## src/rtl/rxp_pkg.sv

```systemverilog
package rxp_pkg;
    localparam int BYTE_W = 8;
    localparam int WORD_W = 2 * BYTE_W;

    typedef struct packed {
        logic              pend;
        logic [BYTE_W-1:0] low;
    } asm_state_t;
endpackage

```

## src/rtl/rxp_assembler.sv

```systemverilog
module rxp_assembler
    import rxp_pkg::*;
#(
    parameter logic [BYTE_W-1:0] EOF_CODE = 8'hC1
) (
    input  logic              clk,
    input  logic              rst_n,
    input  logic              clear,
    input  logic              sir_mode,
    input  logic              byte_valid,
    input  logic [BYTE_W-1:0] byte_data,
    input  logic              frame_end,
    output logic              push_o,
    output logic [WORD_W-1:0] word_o
);
    asm_state_t st_d, st_q;

    always_comb begin
        st_d   = st_q;
        push_o = 1'b0;
        word_o = '0;
        if (clear) begin
            st_d.pend = 1'b0;
        end else if (byte_valid) begin
            if (st_q.pend) begin
                push_o    = 1'b1;
                word_o    = {byte_data, st_q.low};
                st_d.pend = 1'b0;
            end else if (sir_mode && byte_data == EOF_CODE) begin
                push_o = 1'b1;
                word_o = {{BYTE_W{1'b0}}, byte_data};
            end else begin
                st_d.pend = 1'b1;
                st_d.low  = byte_data;
            end
        end else if (frame_end && st_q.pend) begin
            push_o    = 1'b1;
            word_o    = {{BYTE_W{1'b0}}, st_q.low};
            st_d.pend = 1'b0;
        end
    end

    always_ff @(posedge clk or negedge rst_n) begin
        if (!rst_n) st_q <= '0;
        else        st_q <= st_d;
    end

    p_sir_pad_r3: assert property (@(posedge clk) disable iff (!rst_n)
        (byte_valid && !clear && sir_mode && !st_q.pend && byte_data == EOF_CODE)
            |-> (push_o && word_o[WORD_W-1:BYTE_W] == '0));

    p_nonsir_hold_r4: assert property (@(posedge clk) disable iff (!rst_n)
        (byte_valid && !clear && !sir_mode && !st_q.pend) |=> st_q.pend);

    p_clear_drops_r8: assert property (@(posedge clk) disable iff (!rst_n)
        clear |=> !st_q.pend);
endmodule

```

## src/rtl/rxp_fifo.sv

```systemverilog
module rxp_fifo
    import rxp_pkg::*;
#(
    parameter int DEPTH = 8,
    localparam int PTR_W = $clog2(DEPTH),
    localparam int LVL_W = PTR_W + 1
) (
    input  logic              clk,
    input  logic              rst_n,
    input  logic              clear,
    input  logic              push,
    input  logic [WORD_W-1:0] wr_word,
    input  logic              rd_en,
    output logic [WORD_W-1:0] rd_data,
    output logic [LVL_W-1:0]  fill_level,
    output logic              full,
    output logic              empty,
    output logic              overflow
);
    typedef struct packed {
        logic [LVL_W-1:0] wptr;
        logic [LVL_W-1:0] rptr;
        logic             ovf;
    } fifo_state_t;

    fifo_state_t st_d, st_q;
    logic [WORD_W-1:0] mem_q [DEPTH];
    logic do_wr, do_rd;

    assign fill_level = st_q.wptr - st_q.rptr;
    assign full       = (fill_level == LVL_W'(DEPTH));
    assign empty      = (st_q.wptr == st_q.rptr);
    assign overflow   = st_q.ovf;
    assign rd_data    = mem_q[st_q.rptr[PTR_W-1:0]];

    always_comb begin
        st_d  = st_q;
        do_wr = push && !full && !clear;
        do_rd = rd_en && !empty && !clear;
        if (clear) begin
            st_d = '0;
        end else begin
            if (do_wr)        st_d.wptr = st_q.wptr + 1'b1;
            if (do_rd)        st_d.rptr = st_q.rptr + 1'b1;
            if (push && full) st_d.ovf  = 1'b1;
        end
    end

    always_ff @(posedge clk or negedge rst_n) begin
        if (!rst_n) st_q <= '0;
        else        st_q <= st_d;
    end

    always_ff @(posedge clk) begin
        if (do_wr) mem_q[st_q.wptr[PTR_W-1:0]] <= wr_word;
    end

    p_flags_excl_r7: assert property (@(posedge clk) disable iff (!rst_n)
        !(full && empty));

    p_drop_full_r7: assert property (@(posedge clk) disable iff (!rst_n)
        (push && full && !clear) |=> $stable(st_q.wptr));

    p_ovf_sticky_r7: assert property (@(posedge clk) disable iff (!rst_n)
        (st_q.ovf && !clear) |=> st_q.ovf);

    p_clear_wins_r8: assert property (@(posedge clk) disable iff (!rst_n)
        clear |=> (empty && !overflow));

    p_empty_pop_r6: assert property (@(posedge clk) disable iff (!rst_n)
        (rd_en && empty && !clear) |=> $stable(st_q.rptr));
endmodule

```

## src/rtl/rx_word_packer.sv

```systemverilog
module rx_word_packer
    import rxp_pkg::*;
#(
    parameter int DEPTH = 8,
    parameter logic [7:0] EOF_CODE = 8'hC1,
    localparam int LVL_W = $clog2(DEPTH) + 1
) (
    input  logic             clk,
    input  logic             rst_n,
    input  logic             clear,
    input  logic             sir_mode,
    input  logic             byte_valid,
    input  logic [7:0]       byte_data,
    input  logic             frame_end,
    input  logic             rd_en,
    output logic [15:0]      rd_data,
    output logic [LVL_W-1:0] fill_level,
    output logic             full,
    output logic             empty,
    output logic             overflow
);
    logic              push_w;
    logic [WORD_W-1:0] word_w;

    rxp_assembler #(.EOF_CODE(EOF_CODE)) u_asm (
        .clk(clk), .rst_n(rst_n), .clear(clear), .sir_mode(sir_mode),
        .byte_valid(byte_valid), .byte_data(byte_data), .frame_end(frame_end),
        .push_o(push_w), .word_o(word_w)
    );

    rxp_fifo #(.DEPTH(DEPTH)) u_fifo (
        .clk(clk), .rst_n(rst_n), .clear(clear), .push(push_w), .wr_word(word_w),
        .rd_en(rd_en), .rd_data(rd_data), .fill_level(fill_level),
        .full(full), .empty(empty), .overflow(overflow)
    );

    p_commit_level_r2: assert property (@(posedge clk) disable iff (!rst_n)
        (push_w && !full && !rd_en && !clear) |=> (fill_level == $past(fill_level) + 1'b1));
endmodule

```

## config.mk

```make
export PLATFORM = sky130hd
export DESIGN_NAME = rx_word_packer
export DESIGN_NICKNAME = d
export VERILOG_FILES = /design/src/rtl/rxp_pkg.sv /design/src/rtl/rxp_assembler.sv /design/src/rtl/rxp_fifo.sv /design/src/rtl/rx_word_packer.sv
export SDC_FILE = /design/constraint.sdc
export NUM_CORES = 1
export LEC_CHECK = 0
export BUFFER_PORTS_ARGS = -buffer_cell sky130_fd_sc_hd__buf_4
export CORE_ASPECT_RATIO = 0.8
export CORE_UTILIZATION = 39
export DETAILED_ROUTE_END_ITERATION = 8
export PLACE_DENSITY_LB_ADDON = 0.1
export SLEW_MARGIN = 10
export SYNTH_ARGS = -nofsm -noshare
export SYNTH_HDL_FRONTEND = slang
export SYNTH_SLANG_ARGS = --single-unit
```

## constraint.sdc

```tcl
create_clock -name clk -period 8 [get_ports clk]
set_clock_uncertainty 0.05 [all_clocks]
set_input_delay 1.6 -clock clk [delete_from_list [all_inputs] [get_ports clk]]
set_output_delay 1.6 -clock clk [all_outputs]
set_load 0.02 [all_outputs]
```

**Word level (Yosys, flattened, before mapping)**

Memories as Yosys holds them, arrays and structs flattened.
Cells that the tools add are included.

- Add/sub/neg operators: 3
- Equality and inequality tests: 3
- Mux-type cells: 21
- Bitwise operators: 3
- Reductions and logical operators: 15

Operators with widths:

| cell | number |
|---|---|
| 16-bit two-way mux | 3 |
| 9-bit two-way mux | 2 |
| 8-bit two-way mux | 2 |
| 1-bit two-way mux | 12 |
| 4-bit by 1-bit adder with 4-bit output (second input constant) | 2 |
| 8-bit equality test (second input constant) | 1 |
| 4-bit two-way mux | 2 |
| 1-bit logical AND | 7 |
| 2-bit nonzero test | 3 |
| 4-bit equality test | 1 |
| 4-bit equality test (second input constant) | 1 |
| 4-bit AND reduction | 1 |
| 4-bit subtractor | 1 |
| 1-bit logical NOT | 3 |
| 1-bit inverter | 3 |
| 3-bit nonzero test | 1 |

- Register bits: 18
- RAM bits: 128
- Bits of input ports: 15
- Logic and storage cells: 51
- Memories: 1

Memories:

| memory | words | width | read ports | clocked after Yosys merged registers in | wr ports | line | RTL |
|---|---|---|---|---|---|---|---|
| u_fifo.mem_q | 8 | 16 | 1 | 0 | 1 | rxp_fifo.sv:27 | `logic [WORD_W-1:0] mem_q [DEPTH];` |

**Depth between registers and ports, before layout**

- Depth in word-level cells: 10
- Gate-level depth with buffers: 10
- Gate-level depth less buffers: 7

**Modules after synthesis**

A second synthesis with hierarchy kept.

- Cells, all modules: 358
- Area, all modules: 6108.4 sq um

Modules (own cells, without submodules):

| module | instances | cells an instance | area an instance (sq um) | sequential area each (sq um) |
|---|---|---|---|---|
| rxp_fifo | 1 | 306 | 5557.8 | 4068.9 |
| rxp_assembler | 1 | 52 | 550.5 | 225.2 |

**Least setup slack after synthesis**

OpenSTA, ideal clock, no wires.

- Kind: input-to-reg
- Start point: input port byte_data[5]
- End point: memory u_fifo.mem_q[3][0] (netlist name) (enable)
- Data arrival time: 3.754 ns
- Data required time: 7.541 ns
- Setup slack: 3.786 ns
- Cell stages on the path: 6
- Path buffers: 1
- Path through: or3b_1 nor4_4 o21a_1 nand2b_1 buf_6 nor3_1

- Word-level cells in the longest chain between the ends: 10

Ends and longest elaborated chain:

| what | line | RTL |
|---|---|---|
| start: declaration | rx_word_packer.sv:13 | `input logic [7:0] byte_data,` |
| 8-bit equality test | rxp_assembler.sv:29 | `end else if (sir_mode && byte_data == EOF_CODE) begin` |
| 1-bit logical AND | rxp_assembler.sv:29 |  |
| 1-bit two-way mux | rxp_assembler.sv:29 |  |
| 1-bit two-way mux | rxp_assembler.sv:25 | `if (st_q.pend) begin` |
| 1-bit two-way mux | rxp_assembler.sv:24 | `end else if (byte_valid) begin` |
| 1-bit two-way mux | rxp_assembler.sv:22 | `if (clear) begin` |
| 1-bit logical AND (2 in series) | rxp_fifo.sv:38 | `do_wr = push && !full && !clear;` |
| 1-bit two-way mux | rxp_fifo.sv:55 | `if (do_wr) mem_q[st_q.wptr[PTR_W-1:0]] <= wr_word;` |
| 1-bit two-way mux (implied by the code) | rxp_fifo.sv:55 |  |
| end: declaration | rxp_fifo.sv:27 |  |

No other way between the ends.

**Final worst setup path**

- Start point: register u_fifo.st_q[3] (netlist name)
- End point: output port full

- Word-level cells in the longest chain between the ends: 2

Ends and longest elaborated chain:

| what | line | RTL |
|---|---|---|
| start: declaration | rxp_fifo.sv:26 | `fifo_state_t st_d, st_q;` |
| start signal: assignment | rxp_fifo.sv:51 | `else st_q <= st_d;` |
| 4-bit subtractor | rxp_fifo.sv:30 | `assign fill_level = st_q.wptr - st_q.rptr;` |
| 4-bit equality test | rxp_fifo.sv:31 | `assign full = (fill_level == LVL_W'(DEPTH));` |
| end: declaration | rx_word_packer.sv:18 | `output logic full,` |

No other way between the ends.

==> impl_metrics.json <==
{
  "drive_above_1_share_pct": 30.3,
  "grt_antenna_before_repair": 0,
  "fp.dieW_um": 141,
  "synth_edf_count": 128,
  "avgSynthCellArea_um2": 17.4,
  "drt-pass1-iter-count": 4,
  "grt_pass1_vias": 3185,
  "core_area_um2": 15100,
  "placed_cell_area_um2": 6670,
  "endpoint_kind": "output port",
  "cp.required_ns": 6.35,
  "synth.most_common_cell": "edfxtp_1",
  "critical_path_class": "register to output port",
  "track_usage_pct": 18.2,
  "finalMaxSlewViolations": 0,
  "layout_setup_ws_ns": 2.71,
  "area_delta_synth_final_pct": 18.9,
  "fin_tns_setup_ns": 0,
  "grt_pass1_wl_um": 20300,
  "drt_iter0_drc": 294,
  "power_w": 0.00178,
  "place_hpwl_um": 8350,
  "synth_area_um2": 6060,
  "min_period_over_period_pct": 66.1,
  "status": "completed",
  "rows": 40,
  "antenna_left": 0,
  "final_util_pct": 47.7,
  "finalHoldViolations": 0,
  "nets": 421,
  "cts_sinks": 146,
  "synth_area_leader_cell": "edfxtp_1",
  "post_cts_buffers": 0,
  "tritoncts": "done",
  "async_flop_share_pct": 12.3,
  "synthCells": 349,
  "crit_fanout": 18,
  "grt_start_max_net_pins": 37,
  "n_antenna_cell": 0,
  "final_area_um2": 7210,
  "ys_seq_elements": 146,
  "ioPinCount": 38,
  "io_buffers": 37,
  "ys_seq_area_share_pct": 70.8,
  "p_leak_nw": 2.58,
  "die_y_um": 114,
  "finalCriticalPeriod_ns": 5.29,
  "arrival_ns": 3.64,
  "drc_errors": 0,
  "min_path_type": "register to register",
  "numCtsBuffers": 17,
  "die_area_um2": 16100,
  "synth.distinct_cells": 43,
  "via_per_inst": 5.03,
  "gp_congestion": 0.764,
  "cts_max_path_buffers": 2,
  "synth_top_cell_area_share_pct": 63.4,
  "yosys-top-cells-count": "128 x edfxtp_1, 55 x nand2_1, 32 x mux4_2",
  "slew_headroom_pct": 15.0,
  "post_cts_resized": 0,
  "vias": 3132,
  "synthTopCellsByArea": "edfxtp_1 63%, mux4_2 12%, dfrtp_1 7.4%",
  "cellPowerDensity_nw_per_um2": 247,
  "irDropWorstVdd_mv": 0.165,
  "yosysWarningCount": 0,
  "wirelength_um": 13300,
  "syn-num-nets": 370,
  "path_clk_slew_ns": 0.06,
  "cts_root_buf": "clkbuf_16",
  "tightestPinTransition_ns": 1.27,
  "grt_overflow": 0,
  "ctsHoldBuffers": 0,
  "htree_levels": 4,
  "grt_setup_unrepaired": "no",
  "post_drt_wl_per_cell_um": 21.3,
  "cap_violations": 0,
  "initial_utilization_pct": 40.1,
  "synthFlopType": "edfxtp_1",
  "max_freq_mhz": 189,
  "cp-start-kind": "register",
  "dp_slack_ns": 3.06,
  "final-setup-viol-count": 0,
  "clk_latency_ns": 0.42
}
==> per-layer routing <==
metal  part of all wire [%]  up-vias  GRT usage (%)
met2                     45       67           26.6
met4                    1.1        0           5.16
met5                      0        -              0
li1                       -     1432              -
met1                     49     1618           26.8
met3                    4.6       15           5.04
==> state kept, by name (all words and copies together) (netlist names) <==
signal,count
u_fifo.overflow,1
u_fifo.mem_q,128
u_fifo.st_q,8
u_asm.st_q,9
==> report_power, final <==
group	switching [W]	internal (W)	total (W)
Sequential	0.00000690	0.000836	0.000843
Combinational	0.000114	0.0000946	0.000208
Clock	0.000308	0.000422	0.000730
==> stage by stage <==
step	cells	hold WS, ns
floorplan	349	0.399
global placement	591	0.417
detailed placement	591	0.425
CTS	623	0.439
global route	623	0.454
finish	623	0.435
==> path summary, 6_finish.rpt <==
| path | from | to | slack [ns] | cells after the start |
|---|---|---|---|---|
| max in group asynchronous | rst_n | u_fifo.st_q[1] | 6.66 | 1 |
| worst max-delay path | u_fifo.st_q[3] | full | 2.71 | 6 |
| min in group asynchronous | rst_n | u_fifo.overflow | 1.00 | 1 |
| worst max register to register | u_fifo.st_q[3] | u_fifo.mem_q[6][15] | 3.18 | 8 |
| worst min-delay path | u_asm.st_q[5] | u_asm.st_q[5] | 0.44 | 1 |
| worst min register to register | u_asm.st_q[5] | u_asm.st_q[5] | 0.44 | 1 |
==> critical path: stages (launching register included) <==
cell	delay, ns
dfrtp_1	0.82
clkinv_1	0.83
ha_1	0.61
a21oi_1	0.22
a21oi_2	0.11
nor4b_4	0.40
buf_4	0.22
==> cells by family (layout without fill, tap and decap cells) <==
kind of cell | count (synthesis) | after routing | share of synthesized area (%)
buffers and inverters | 23 | 87 | 1.71
adders and majority gates | 6 | 6 | 1.36
AOI/OAI and AO/OA | 11 | 11 | 1.24
and+or+nand+nor | 115 | 115 | 10.0
muxes | 43 | 43 | 14.0
xor gates and xnor gates | 5 | 5 | 0.846
DFF | 146 | 146 | 70.8
==> cell usage in the layout, fill, tap and decap left out, types with 2 or more instances in the layout <==
master / n
a21o_1: 3
a21oi_1: 3
and2_1: 13
buf_4: 47
clkbuf_16: 17
clkinv_1: 4
clkinv_2: 3
clkinv_4: 3
clkinvlp_4: 5
dfrtp_1: 17
edfxtp_1: 128
ha_1: 5
inv_1: 7
mux2_1: 8
mux2_4: 2
mux4_2: 32
nand2_1: 55
nand2b_1: 5
nand3_1: 2
nor2_1: 17
nor2b_1: 3
nor3_1: 3
nor3_2: 3
nor4_4: 5
nor4b_4: 2
xnor2_1: 3
==> area by class of cell <==
class	count	area [um^2]
fill	1317	7900
sequential	146	4300
multi-input combinational	180	1730
clock buffer	17	425
timing repair buffer	47	353
tap	210	263
clock inverter	15	120
inverter	8	30.0
No activity file was read; power rests on OpenSTA's default activity.
